**src/rtl/lhm_pkg.sv**
```systemverilog
package lhm_pkg;

    localparam int NUM_CTR  = 8;
    localparam int NUM_SER  = 3;
    localparam int STAT_W   = 10;
    localparam int SAMP_W   = STAT_W - 1;

    // Counter slots; the read address of slot k is k+1.
    typedef enum logic [2:0] {
        EV_CM_LOSS   = 3'd0,
        EV_SER0_DROP = 3'd1,
        EV_SER1_DROP = 3'd2,
        EV_SER2_DROP = 3'd3,
        EV_PLL_LOSS  = 3'd4,
        EV_PLL_ERR   = 3'd5,
        EV_BC_SPACE  = 3'd6,
        EV_BCN_DIFF  = 3'd7
    } ev_idx_e;

    // Sampled inputs, packed so that {samp, sticky} is the status word.
    typedef struct packed {
        logic                 xcm_lock;
        logic                 tcm_lock;
        logic                 tclk_stop;
        logic                 rxclk_stop;
        logic [NUM_SER-1:0]   ser_rdy;
        logic                 pll_lock;
        logic                 pll_err;
    } samp_t;

endpackage

```
**src/rtl/lhm_sat_ctr.sv**
```systemverilog
module lhm_sat_ctr #(
    parameter int W = 8
) (
    input  logic         clk,
    input  logic         rst_n,
    input  logic         clr_i,
    input  logic         inc_i,
    output logic [W-1:0] cnt_o
);
    localparam logic [W-1:0] CMAX = {W{1'b1}};

    logic [W-1:0] cnt_d, cnt_q;

    always_comb begin
        cnt_d = cnt_q;
        if (clr_i) begin
            cnt_d = '0;
        end else if (inc_i && (cnt_q != CMAX)) begin
            cnt_d = cnt_q + W'(1);
        end
    end

    always_ff @(posedge clk or negedge rst_n) begin
        if (!rst_n) cnt_q <= '0;
        else        cnt_q <= cnt_d;
    end

    assign cnt_o = cnt_q;
endmodule

```
**src/rtl/lhm_bc_check.sv**
```systemverilog
module lhm_bc_check #(
    parameter int ORBIT_LEN = 3564
) (
    input  logic clk,
    input  logic rst_n,
    input  logic bc0_i,
    output logic err_o
);
    localparam int BXW = $clog2(ORBIT_LEN + 1) + 1;
    localparam logic [BXW-1:0] BX_MAX  = {BXW{1'b1}};
    localparam logic [BXW-1:0] BX_GOOD = BXW'(ORBIT_LEN);

    typedef struct packed {
        logic           armed;
        logic [BXW-1:0] gap;
    } bc_st_t;

    bc_st_t st_d, st_q;

    always_comb begin
        st_d  = st_q;
        err_o = 1'b0;
        if (bc0_i) begin
            err_o    = st_q.armed && (st_q.gap != BX_GOOD);
            st_d.armed = 1'b1;
            st_d.gap   = BXW'(1);
        end else if (st_q.gap != BX_MAX) begin
            st_d.gap = st_q.gap + BXW'(1);
        end
    end

    always_ff @(posedge clk or negedge rst_n) begin
        if (!rst_n) st_q <= '0;
        else        st_q <= st_d;
    end
endmodule

```
**src/rtl/link_health_mon.sv**
```systemverilog
module link_health_mon
    import lhm_pkg::*;
#(
    parameter int ORBIT_LEN = 3564,
    parameter int BCN_W     = 12,
    parameter int CTR_W     = 8,
    parameter int ADDR_W    = 4,
    parameter int RD_W      = 16
) (
    input  logic              clk,
    input  logic              rst_n,
    input  logic              clr_i,
    input  logic              pll_lock_i,
    input  logic              pll_err_i,
    input  logic              tcm_lock_i,
    input  logic              xcm_lock_i,
    input  logic [2:0]        ser_rdy_i,
    input  logic              rxclk_stop_i,
    input  logic              tclk_stop_i,
    input  logic              bc0_i,
    input  logic [BCN_W-1:0]  bcn_top_i,
    input  logic [BCN_W-1:0]  bcn_bot_i,
    input  logic [3:0]        rd_addr_i,
    output logic [15:0]       rd_data_o,
    output logic [9:0]        status_o
);
    typedef struct packed {
        samp_t            samp;
        logic             sticky;
        logic [RD_W-1:0]  rd;
    } mon_st_t;

    mon_st_t st_d, st_q;
    samp_t   samp_now;
    logic [NUM_CTR-1:0]        ev;
    logic [CTR_W-1:0]          ctr [NUM_CTR];
    logic [NUM_CTR*CTR_W-1:0]  ctr_flat;
    logic                      bc_err;
    logic [STAT_W-1:0]         stat_w;

    lhm_bc_check #(.ORBIT_LEN(ORBIT_LEN)) u_bc (
        .clk   (clk),
        .rst_n (rst_n),
        .bc0_i (bc0_i),
        .err_o (bc_err)
    );

    always_comb begin
        samp_now.xcm_lock   = xcm_lock_i;
        samp_now.tcm_lock   = tcm_lock_i;
        samp_now.tclk_stop  = tclk_stop_i;
        samp_now.rxclk_stop = rxclk_stop_i;
        samp_now.ser_rdy    = ser_rdy_i;
        samp_now.pll_lock   = pll_lock_i;
        samp_now.pll_err    = pll_err_i;
    end

    always_comb begin
        ev = '0;
        ev[EV_CM_LOSS]  = (st_q.samp.tcm_lock & ~tcm_lock_i)
                        | (st_q.samp.xcm_lock & ~xcm_lock_i);
        ev[EV_PLL_LOSS] = st_q.samp.pll_lock & ~pll_lock_i;
        ev[EV_PLL_ERR]  = ~st_q.samp.pll_err & pll_err_i;
        ev[EV_BC_SPACE] = bc_err;
        ev[EV_BCN_DIFF] = (bcn_top_i != bcn_bot_i);
        for (int s = 0; s < NUM_SER; s++) begin
            ev[EV_SER0_DROP + s] = st_q.samp.ser_rdy[s] & ~ser_rdy_i[s];
        end
    end

    for (genvar k = 0; k < NUM_CTR; k++) begin : g_ctr
        lhm_sat_ctr #(.W(CTR_W)) u_ctr (
            .clk   (clk),
            .rst_n (rst_n),
            .clr_i (clr_i),
            .inc_i (ev[k]),
            .cnt_o (ctr[k])
        );
        assign ctr_flat[k*CTR_W +: CTR_W] = ctr[k];
    end

    assign stat_w = {st_q.samp, st_q.sticky};

    always_comb begin
        st_d      = st_q;
        st_d.samp = samp_now;
        if (clr_i)       st_d.sticky = 1'b0;
        else if (bc_err) st_d.sticky = 1'b1;

        st_d.rd = '0;
        if (rd_addr_i == '0) begin
            st_d.rd = RD_W'(stat_w);
        end else if (int'(rd_addr_i) <= NUM_CTR) begin
            st_d.rd = RD_W'(ctr[int'(rd_addr_i) - 1]);
        end
    end

    always_ff @(posedge clk or negedge rst_n) begin
        if (!rst_n) st_q <= '0;
        else        st_q <= st_d;
    end

    assign status_o  = stat_w;
    assign rd_data_o = 16'(st_q.rd);
endmodule

```
**config.mk**
```make
export PLATFORM = sky130hd
export DESIGN_NAME = link_health_mon
export DESIGN_NICKNAME = d
export VERILOG_FILES = /design/src/rtl/lhm_pkg.sv /design/src/rtl/lhm_sat_ctr.sv /design/src/rtl/lhm_bc_check.sv /design/src/rtl/link_health_mon.sv
export SDC_FILE = /design/constraint.sdc
export NUM_CORES = 1
export LEC_CHECK = 0
export BUFFER_PORTS_ARGS = -buffer_cell sky130_fd_sc_hd__buf_2
export CORE_MARGIN = 5
export CORE_UTILIZATION = 55
export CTS_BUF_LIST = sky130_fd_sc_hd__clkbuf_2 sky130_fd_sc_hd__clkbuf_4 sky130_fd_sc_hd__clkbuf_8
export DETAILED_ROUTE_END_ITERATION = 6
export PLACE_DENSITY = 0.87
export REMOVE_ABC_BUFFERS = 1
export SYNTH_ARGS = -nofsm -noshare
export SYNTH_HDL_FRONTEND = slang
export SYNTH_SLANG_ARGS = --single-unit
```
**constraint.sdc**
```tcl
create_clock -name clk -period 2.2 [get_ports clk]
set_input_delay 0.22 -clock clk [delete_from_list [all_inputs] [get_ports clk]]
set_output_delay 0.22 -clock clk [all_outputs]
set_load 0.01 [all_outputs]
```
Word level (Yosys, flattened, before mapping)
Index checks and enable logic that the tools add are counted.
Widths: inputs -> output; s select.

cells by class
  div/mod/pow operators = 0
  muxes and demuxes = 26
  order comparisons = 2
  bitwise gates (word level) = 16
  multipliers = 0
  shift-type cells = 0
  add/subtract/negate cells = 10
  reductions and logical operators = 20
  equality and inequality tests = 11

operators with widths
  operator               count
  $mux 8                 19
  $add 8x1->8 const B    8
  $ne 8x8->1 const B     8
  $ge 32x4->1 const B    1
  $not 32->32            1
  $mux 13                2
  $bmux 8 s3             1
  $reduce_bool 2->1      10
  $add 13x1->13 const B  1
  $ne 13x12->1 const B   1
  $ne 13x13->1 const B   1
  $ne 12x12->1           1
  $mux 10                1
  $logic_and 1x1->1      9
  $and 1x1->1            7
  $not 1->1              7
  $sub 4x1->5 const B    1
  $le 4x4->1 const B     1
  $logic_not 4->1        1
  $mux 1                 3
  $or 1x1->1             1

word-level totals
  bits of input ports = 41
  bits in latches = 0
  memories = 0
  bits in writable memories = 0
  output and inout bits = 26
  bits in read-only memories = 0
  flip-flop bits (word level) = 104

Depth between registers and ports, before layout
Gate-level depths: netlist of run 1.

  word-level depth = 7
  gate-level depth with buffers = 9
  depth with buffers taken out = 7

Cells and area by module
From an unflattened synthesis of run 1, not the netlist that was laid out.

second synthesis, totals
  cell total of the unflattened synthesis = 567
  area, all modules = 5941.9 um^2

by module, submodules not included
  module           seq. area each (um^2)  times used  cells an instance  area an instance (um^2)
  lhm_sat_ctr      200.2                  8           49                 464.2
  link_health_mon  500.5                  1           105                1455.1
  lhm_bc_check     350.3                  1           70                 773.2

Least setup slack after synthesis of run 1
Ideal clock, no wire load.

  path kind = input to register
  start point = input rd_addr_i[0]
  end point = register st_q (netlist bit rd_data_o[7])
  setup time = 0.130 ns
  setup slack = -0.009 ns
  required time = 2.070 ns
  buffers on the path = 4
  arrival time = 2.079 ns
  stages = 9
  cell sequence = buf_4 buf_2 inv_1 ha_1 buf_2 buf_1 mux4_2 mux2i_1 o21ai_0

RTL lines
  item                    line                    source
  start: declaration      link_health_mon.sv:23   input logic [3:0] rd_addr_i,
  end signal: assignment  link_health_mon.sv:100  else st_q <= st_d;
  end: declaration        link_health_mon.sv:33   mon_st_t st_d, st_q;

Worst setup path in the final report of run 1
  start point = register u_bc.st_q[1] in the netlist's numbering
  end point = register u_bc.st_q[3] in the netlist's numbering

on the way
  longest elaborated chain between the ends = 3
  elaborated cells on any way between the ends = 5
  classes of those cells = 1 x add/sub; 1 x eq/ne; 2 x mux; 1 x reduce/logical

ends and longest elaborated chain
  item                      line                source
  start: declaration        lhm_bc_check.sv:18  bc_st_t st_d, st_q;
  start signal: assignment  lhm_bc_check.sv:34  else st_q <= st_d;
  $add 13x1->13             lhm_bc_check.sv:28  st_d.gap = st_q.gap + BXW'(1);
  $mux 13                   lhm_bc_check.sv:27  end else if (st_q.gap != BX_MAX) begin
  $mux 13                   lhm_bc_check.sv:23  if (bc0_i) begin

Parallel ways exist; a longest one is shown, timed or not. The select of a mux whose other input is x is not followed.
A chain may end at the register's enable or synchronous reset.

==> results.json, run 1 <==
{
  "vdd.ir_drop.worst_mv": 0.473,
  "fillers": 744,
  "nNetsFinal": 641,
  "wire_per_inst_um": 17.1,
  "yosys.area_share.simple_pct": 20.5,
  "grt_pass1_vias": 4282,
  "rsz0062_at_grt": "false",
  "start_util_pct": 55.6,
  "synth.distinct_cells": 55,
  "synth_compound_area_share_pct": 7.86,
  "synth_area_um2": 5330,
  "run_status": "finished, final reports clean",
  "cts_tree": "built",
  "die-height_um": 108,
  "synth_seq_cells": 98,
  "clock.fmax_ghz": 0.515,
  "cap_violations": 0,
  "synth_top_area_share_pct": 46.0,
  "finalSetupTns_ns": 0,
  "worst-path-max-fanout": 6,
  "grt_max_degree": 45,
  "worst_clock_skew_ns": 0.0135,
  "hold_violations": 0,
  "start_kind": "register",
  "post-cts-setup-buffer-count": 0,
  "first_pass_iters": 5,
  "synthMuxAreaShare_pct": 9.11,
  "synth-edff-count": 0,
  "first_iter_violations": 327,
  "startpoint": "u_bc.st_q[1]",
  "cp_slowest_stage_delay_ns": 0.48,
  "drt_drc_violations_left": 0,
  "gp_congestion": 0.896,
  "yosys_warnings": 0,
  "synth_xor_xnor_area_share_pct": 9.86,
  "worstMarginPinSlew_ns": 0.600,
  "synth_area_leader_cell": "dfrtp_1",
  "synth_area_leaders": "dfrtp_1 46%, xnor2_1 7.2%, mux4_2 6.8%, nor2_1 4.4%, ha_1 2.8%",
  "finalMaxSlewViolations": 0,
  "ys_async_sr_fraction_pct": 100,
  "syn2layout_area_growth_pct": 12.9,
  "slew_headroom_pct": 59.7,
  "cp_cell_sequence": "ha_1 -> nand4_1 -> nor4b_4 -> or3b_2 -> xor2_1 -> nor2_1",
  "num_vias": 4249,
  "ant_nets": 0,
  "post-route-min-period_ns": 1.94,
  "synth_top_family_by_area": "simple AND/OR/NAND/NOR gates",
  "p_per_area_nw_per_um2": 553,
  "viasPerCell": 5.85,
  "hold_buffers": 10,
  "die_width_um": 108,
  "leakage_nw": 2.63,
  "hp-start": "bc0_i",
  "fp.dieArea_um2": 11800,
  "cts-root-buf": "clkbuf_8",
  "timing.rr.start": "u_bc.st_q[1]",
  "cp.arrival_ns": 2.19,
  "clock-sinks": 98,
  "antenna_found_initial": 0,
  "grt_pass1_wl_mm": 21.0,
  "synth_fa_ha_area_share_pct": 2.82,
  "synth_cells": 517,
  "port_buffers": 60,
  "path_clk_slew_ns": 0.10,
  "diodes": 0,
  "dp_hpwl_mm": 9.22,
  "pin_count": 67,
  "synth_common_cells": "98 x dfrtp_1, 63 x nor2_1, 44 x xnor2_1, 40 x nand2_1",
  "drive_gt1_share_pct": 18.7,
  "slowest_stage": "nor4b_4",
  "hp-class": "in2reg",
  "clockBufferDepth": 2,
  "path_class": "reg2reg",
  "track_usage_pct": 22.8,
  "ys.flop_type": "dfrtp_1",
  "ys_seq_area_share_pct": 46.0,
  "cts_buffers": 9,
  "core-area_um2": 9590,
  "yosysMostFrequentCell": "dfrtp_1",
  "end_kind": "register",
  "overflow": 0,
  "period_share_pct": 88.3,
  "cp.required_ns": 2.45,
  "htreeDepth": 3,
  "holdWs_ns": 0.196,
  "drt-total-wl_mm": 12.4,
  "setup_viol_count_final": 0,
  "worstSkewPairLatency_ns": 0.37,
  "syn_area_per_cell_um2": 10.3,
  "num_rows": 36,
  "cts_resized": 0
}
[layout make-up]
type / instances / area (um2) / area share [%]
Clock buffer: 9 / 124 / 2.06
Clock inverter: 7 / 46.3 / 0.769
Inverter: 12 / 45.0 / 0.749
Multi-Input combinational cell: 389 / 2700 / 44.8
Sequential cell: 98 / 2450 / 40.8
Tap cell: 133 / 166 / 2.77
Timing Repair Buffer: 78 / 488 / 8.11
[cell families after synthesis]
kind of cell	Yosys count
other	1
multiplexers	28
buffers and inverters	35
XOR/XNOR	60
flip-flops	98
adder cells (fa/ha/maj)	12
AO/OA/AOI/OAI	69
AND/OR/NAND/NOR	214
[cells in the final DEF, fill, tap and decap left out, types with 2 or more instances in the layout]
cell type       n
buf_4           7
buf_2          59
mux4_2         16
nand2b_1        2
o21ai_0        23
dlygate4sd3_1  10
o21a_1          4
ha_1           12
and3_1          9
and2_1          6
nor3_1         22
dfrtp_1        98
xor2_1         16
or3_1           9
mux2i_1        11
a21oi_1        22
o211ai_1        3
clkinv_2        3
inv_1          12
nand2_1        40
nand4_1        16
a31oi_1         3
clkbuf_8        9
a41o_1          2
nand3_1        23
conb_1          6
nor4b_4         2
nor2b_1         9
a311oi_1        3
buf_12          2
clkinvlp_4      3
nor2_1         63
xnor2_1        44
and3_4          2
[metal layers]
layer	wire length (um)	up-vias	track usage [%]
met3	818	30	4.96
li1	-	1951	-
met1	5110	2090	29.9
met2	6170	178	37.4
met5	0	-	0
met4	346	0	8.03
[per-stage QoR]
stage	worst slack, ns	total power [mW]	cells	util, %	cell area [um2]
finish	0.258	3.33	726	62.7	6020
global route	0.0465	3.47	726	62.7	6020
CTS	0.278	3.36	726	62.7	6020
detailed placement	0.292	2.31	700	59.9	5750
global placement	0.415	2.28	700	59.9	5750
floorplan	0.478	2.11	499	-	5190
[power by group]
group / leakage [nW] / internal (mW) / total [mW] / switching, mW
clock: 0.0810 / 0.407 / 1.04 / 0.635
sequential: 1.33 / 1.85 / 1.90 / 0.0565
combinational: 1.22 / 0.173 / 0.384 / 0.211
total: 2.63 / 2.42 / 3.33 / 0.902
[worst paths after layout]
| check | to | slack [ns] | cells after the start |
|---|---|---|---|
| min | u_bc.st_q[1] | 0.20 | 2 |
| min in group asynchronous | u_bc.st_q[1] | 0.38 | 2 |
| max reg2reg | u_bc.st_q[3] | 0.26 | 6 |
| max in group asynchronous | g_ctr[2].u_ctr.cnt_o[7] | 1.16 | 3 |
| min reg2reg | u_bc.st_q[13] | 0.49 | 1 |
| max | u_bc.st_q[3] | 0.26 | 6 |
[sequential cells by signal, indices dropped and copies added (netlist names)]
name and flops:
g_ctr.u_ctr.cnt_o 64, u_bc.st_q 14, rd_data_o 10, status_o 10
[worst max-delay path: cells and delay by family (launching register included)]
kind,cells,cell delay (ns)
and+or+nand+nor,4,1.00
adders and majority gates,1,0.27
DFF,1,0.40
xor gates and xnor gates,1,0.15
No activity file was read; power rests on OpenSTA's default activity.
==> run 2: changes to the inputs <==
--- a/config.mk
+++ b/config.mk
@@ -7,10 +7,11 @@
 export LEC_CHECK = 0
 export BUFFER_PORTS_ARGS = -buffer_cell sky130_fd_sc_hd__buf_2
 export CORE_MARGIN = 5
-export CORE_UTILIZATION = 55
+export CORE_UTILIZATION = 44
 export CTS_BUF_LIST = sky130_fd_sc_hd__clkbuf_2 sky130_fd_sc_hd__clkbuf_4 sky130_fd_sc_hd__clkbuf_8
+export CTS_CLUSTER_SIZE = 25
 export DETAILED_ROUTE_END_ITERATION = 6
-export PLACE_DENSITY = 0.87
+export PLACE_DENSITY = 0.74
 export REMOVE_ABC_BUFFERS = 1
 export SYNTH_ARGS = -nofsm -noshare
 export SYNTH_HDL_FRONTEND = slang
==> run 2 against run 1 <==
Worst setup slack improved by 0.062 ns. Clock power increased by 14%. Maximum frequency increased by 3.3%. Flip-flop and latch count unchanged. Non-clock buffer count increased by 1. Register-to-register slack improved by 0.06 ns. Die area increased by 23%. Combinational power decreased by 2%. Hold slack got worse by 0.0069 ns. Wire length decreased by 3.3%. Count of clock-buffer cells in the layout increased by 3. Sequential power about the same. Critical path type unchanged. Largest power group unchanged. Highest routed layer unchanged.
==> results.json, run 2 (synthesis gave the netlist of run 1 again) <==
{
  "drive_gt1_share_pct": 18.9,
  "hold_violations": 0,
  "diodes": 0,
  "nNetsFinal": 642,
  "num_rows": 40,
  "cts_tree": "built",
  "timing.rr.start": "u_bc.st_q[1]",
  "syn2layout_area_growth_pct": 13.7,
  "drt_drc_violations_left": 0,
  "hold_buffers": 10,
  "cts-root-buf": "clkbuf_8",
  "cp.arrival_ns": 2.14,
  "worst_clock_skew_ns": 0.0126,
  "drt-total-wl_mm": 12.0,
  "start_kind": "register",
  "startpoint": "u_bc.st_q[1]",
  "slew_headroom_pct": 56.4,
  "viasPerCell": 5.51,
  "place_area_um2": 5760,
  "total_power_mw": 3.47,
  "rsz0062_at_grt": "false",
  "hp-class": "in2reg",
  "hp-start": "bc0_i",
  "clockBufferDepth": 2,
  "track_usage_pct": 17.5,
  "first_pass_iters": 4,
  "grt_pass1_wl_mm": 20.1,
  "layout_commonest_cell": "dfrtp_1",
  "overflow": 0,
  "first_iter_violations": 317,
  "post-place-ws_ns": 0.311,
  "path_class": "reg2reg",
  "fp.dieArea_um2": 14400,
  "num_vias": 4085,
  "worstMarginPinSlew_ns": 0.650,
  "gp_congestion": 0.870,
  "cap_violations": 0,
  "worstSkewPairLatency_ns": 0.37,
  "clock.fmax_ghz": 0.532,
  "dp_hpwl_mm": 8.97,
  "grt_max_degree": 43,
  "wire_per_inst_um": 16.2,
  "cts_buffers": 9,
  "die-height_um": 120,
  "finalInstanceArea_um2": 6060,
  "finalSetupTns_ns": 0,
  "start_util_pct": 44.6,
  "setup_viol_count_final": 0,
  "pin_count": 67,
  "path_clk_slew_ns": 0.09,
  "p_per_area_nw_per_um2": 572,
  "worst-path-max-fanout": 6,
  "period_share_pct": 85.5,
  "setup_ws_ns": 0.320,
  "end_kind": "register",
  "clock-sinks": 98,
  "die_width_um": 120,
  "htreeDepth": 3,
  "run_status": "finished, final reports clean",
  "layout_common_cells": "98 x dfrtp_1, 63 x nor2_1, 59 x buf_2, 44 x xnor2_1, 40 x nand2_1",
  "core-area_um2": 12000,
  "post-route-min-period_ns": 1.88,
  "cp.required_ns": 2.46,
  "ant_nets": 0,
  "port_buffers": 60,
  "grt_pass1_vias": 4094,
  "vdd.ir_drop.worst_mv": 0.284,
  "largest_register_ffs": 64,
  "finalMaxSlewViolations": 0,
  "antenna_found_initial": 0,
  "cts_resized": 0,
  "post-cts-setup-buffer-count": 0,
  "leakage_nw": 2.64
}
run 2: metal layers:
metal  GRT usage (%)  wire length [um]  vias up  share of wire (%)
met5               0                 0        -                  0
met4            4.94               112        0               0.93
met3            4.67               680        8                5.7
met2            27.6              5790      104                 48
met1            23.7              5440     2023                 45
li1                -                 -     1950                  -
run 2: layout make-up:
type	count	area, um2
clock buffers	12	146
clock inverters	4	52.6
fillers	1036	5900
inverters	12	45.0
multi-input cells	389	2700
flip-flops and latches	98	2450
well taps	147	184
repair buffers	79	483
run 2: final timing paths:
| kind | slack (ns) | end | cells after the start |
|---|---|---|---|
| worst min-delay path | 0.19 | u_bc.st_q[5] | 2 |
| worst max-delay path | 0.32 | u_bc.st_q[3] | 6 |
| worst min register to register | 0.50 | u_bc.st_q[13] | 1 |
| worst max register to register | 0.32 | u_bc.st_q[3] | 6 |
| min in group asynchronous | 0.34 | g_ctr[2].u_ctr.cnt_o[7] | 2 |
| max in group asynchronous | 1.15 | g_ctr[4].u_ctr.cnt_o[0] | 3 |
run 2: metrics by stage:
step | cells | hold WS, ns | util, %
3_3_place_gp | 715 | 0.205 | 48.1
3_5_place_dp | 715 | 0.213 | 48.1
4_1_cts | 741 | 0.168 | 50.6
6_report | 741 | 0.189 | 50.6
2_1_floorplan | 499 | -0.0756 | -
5_1_grt | 741 | 0.185 | 50.6
run 2: where the power goes:
group | internal (mW) | leakage, nW | switching (mW)
Sequential | 1.84 | 1.33 | 0.0537
Clock | 0.564 | 0.0931 | 0.625
Combinational | 0.170 | 1.22 | 0.207
run 2: critical path: stages, from the launching register on:
cell and delay (ns):
dfrtp_1 0.39, ha_1 0.27, nand4_1 0.27, nor4b_4 0.45, or3b_2 0.20, xor2_1 0.14
nor2_1 0.05
==> run 3: changes to the inputs <==
--- a/config.mk
+++ b/config.mk
@@ -9,7 +9,6 @@
 export CORE_MARGIN = 5
 export CORE_UTILIZATION = 44
 export CTS_BUF_LIST = sky130_fd_sc_hd__clkbuf_2 sky130_fd_sc_hd__clkbuf_4 sky130_fd_sc_hd__clkbuf_8
-export CTS_CLUSTER_SIZE = 25
 export DETAILED_ROUTE_END_ITERATION = 6
 export PLACE_DENSITY = 0.74
 export REMOVE_ABC_BUFFERS = 1
==> constraint.sdc (replaced) <==
create_clock -name clk -period 1.9 [get_ports clk]
set_input_delay 0.19 -clock clk [delete_from_list [all_inputs] [get_ports clk]]
set_output_delay 0.19 -clock clk [all_outputs]
set_load 0.01 [all_outputs]
==> run 3 against run 2 <==
Wire length up 0.58%. Final cell count up 0.54%. Total power up 17%. Critical path depth down 1. Non-clock buffer count up 4. Register-to-register slack worse by 0.24 ns. Sequential power up 16%. Clock skew down 0.0036 ns. Largest power group unchanged. Sequential share of layout area down 0.25 points. Utilization up 0.31 points.
==> results.json, run 3 (synthesis gave the netlist of run 1 again) <==
{
  "period_share_pct": 96.0,
  "timing.rr.start": "g_ctr[7].u_ctr.cnt_o[1]",
  "first_iter_violations": 426,
  "hold_depth": 3,
  "overflow": 0,
  "largest_register_ffs": 64,
  "worstReg2RegEnd": "g_ctr[7].u_ctr.cnt_o[2]",
  "finalMaxSlewViolations": 0,
  "leakage_nw": 2.67,
  "ff2ff_setup_slack_ns": 0.08,
  "antenna_found_initial": 0,
  "core-area_um2": 12000,
  "track_usage_pct": 17.8,
  "rr_worst_depth": 5,
  "cp.arrival_ns": 2.10,
  "fin_util_pct": 51.0,
  "num_vias": 4152,
  "holdPathEnd": "u_bc.st_q[10]",
  "pin_count": 67,
  "cts_tree": "built",
  "p_per_area_nw_per_um2": 664,
  "diodes": 0,
  "viasPerCell": 5.57,
  "cts-root-buf": "clkbuf_8",
  "post-cts-setup-buffer-count": 0,
  "wire_per_inst_um": 16.2,
  "drt-total-wl_mm": 12.1,
  "post-route-min-period_ns": 1.82,
  "cp.depth": 5,
  "path_clk_slew_ns": 0.10,
  "start_util_pct": 44.6,
  "run_status": "finished, final reports clean",
  "worst-path-max-fanout": 6,
  "cp.required_ns": 2.17,
  "cp_slowest_stage_delay_ns": 0.46,
  "hp-class": "in2reg",
  "dp_hpwl_mm": 9.00,
  "multi_input_area_um2": 2700,
  "path_class": "reg2reg",
  "syn2layout_area_growth_pct": 14.4,
  "ant_nets": 0,
  "clock-sinks": 98,
  "fp.dieArea_um2": 14400,
  "num_rows": 40,
  "die_width_um": 120,
  "grt_max_degree": 52,
  "slew_headroom_pct": 64.4,
  "drt_drc_violations_left": 0,
  "cp_cell_sequence": "ha_1 -> and3_1 -> nand3_1 -> and2_1 -> a311oi_1",
  "start_kind": "register",
  "first_pass_iters": 5,
  "hold_violations": 0,
  "slowest_stage": "dfrtp_1",
  "gp_congestion": 0.887,
  "die-height_um": 120,
  "hp-start": "bc0_i",
  "grt_pass1_vias": 4069,
  "nNetsFinal": 646,
  "finalSetupTns_ns": 0,
  "path_delay_family": "simple AND/OR/NAND/NOR gates",
  "htreeDepth": 3,
  "rsz0062_at_grt": "false",
  "vdd.ir_drop.worst_mv": 0.453,
  "layout_common_cells": "98 x dfrtp_1, 63 x nor2_1, 59 x buf_2, 44 x xnor2_1, 40 x nand2_1",
  "clockBufferDepth": 2,
  "drive_gt1_share_pct": 19.7,
  "cts_buffers": 9,
  "clock.fmax_ghz": 0.548,
  "end_kind": "register",
  "port_buffers": 60,
  "fillers": 1031,
  "grt_pass1_wl_mm": 20.3,
  "worstMarginPinSlew_ns": 0.528,
  "total_power_mw": 4.05,
  "regArea_um2": 2450,
  "setup_viol_count_final": 0,
  "worst_clock_skew_ns": 0.00895,
  "crit_buf_inv": 0,
  "worstSkewPairLatency_ns": 0.39,
  "layout_commonest_cell": "dfrtp_1",
  "cap_violations": 0
}
==> run 3: worst register-to-register path: stages (launching register included) <==
cell      delay [ns]
dfrtp_1         0.46
ha_1            0.23
and3_1          0.24
nand3_1         0.23
and2_1          0.24
a311oi_1        0.31
==> run 3: report_power, final <==
part | internal [mW] | switching [mW] | leakage [nW]
logic | 0.203 | 0.242 | 1.24
registers | 2.14 | 0.0621 | 1.33
clock network | 0.620 | 0.785 | 0.0966
total | 2.96 | 1.09 | 2.67
==> run 3: metal layers <==
layer / share of wire, % / GRT usage [%] / wire length, um
met1: 44 / 24.6 / 5360
met2: 48 / 27.0 / 5850
met3: 6.2 / 5.37 / 747
met4: 1.2 / 5.65 / 144
met5: 0 / 0 / 0
==> run 3: worst max path at each step <==
stage	from	end	slack (ns)
finish	g_ctr[7].u_ctr.cnt_o[1]	g_ctr[7].u_ctr.cnt_o[2]	0.08
global route	u_bc.st_q[0]	g_ctr[6].u_ctr.cnt_o[4]	0.006
CTS	u_bc.st_q[0]	g_ctr[6].u_ctr.cnt_o[7]	0.10
detailed placement	rd_addr_i[0]	rd_data_o[6]	0.12
global placement	rd_addr_i[0]	rd_data_o[6]	0.15
floorplan	rd_addr_i[0]	rd_data_o[6]	0.21
==> run 3: metrics by stage <==
stage	instances	hold slack [ns]	cell area (um2)	setup WS [ns]
after floorplan	499	-0.106	5190	0.208
after global placement	719	0.141	5790	0.155
after detailed placement	719	0.148	5790	0.122
after CTS	745	0.161	6090	0.101
after global routing	745	0.163	6100	0.00592
final	745	0.176	6100	0.0751
==> run 3: final cells by class <==
cell class	instances	share of cell area, %
clock buffer	9	2.03
clock inverter	7	1.25
inverter	12	0.739
multi-input combinational	389	44.3
sequential	98	40.2
tap	147	3.02
timing repair buffer	83	8.42
==> run 3: what timing repair did <==
action,in CTS,in global routing
hold buffers,10,0
endpoints found under the setup margin,0,8
endpoints found under the hold margin,36,0
resized for setup,0,2
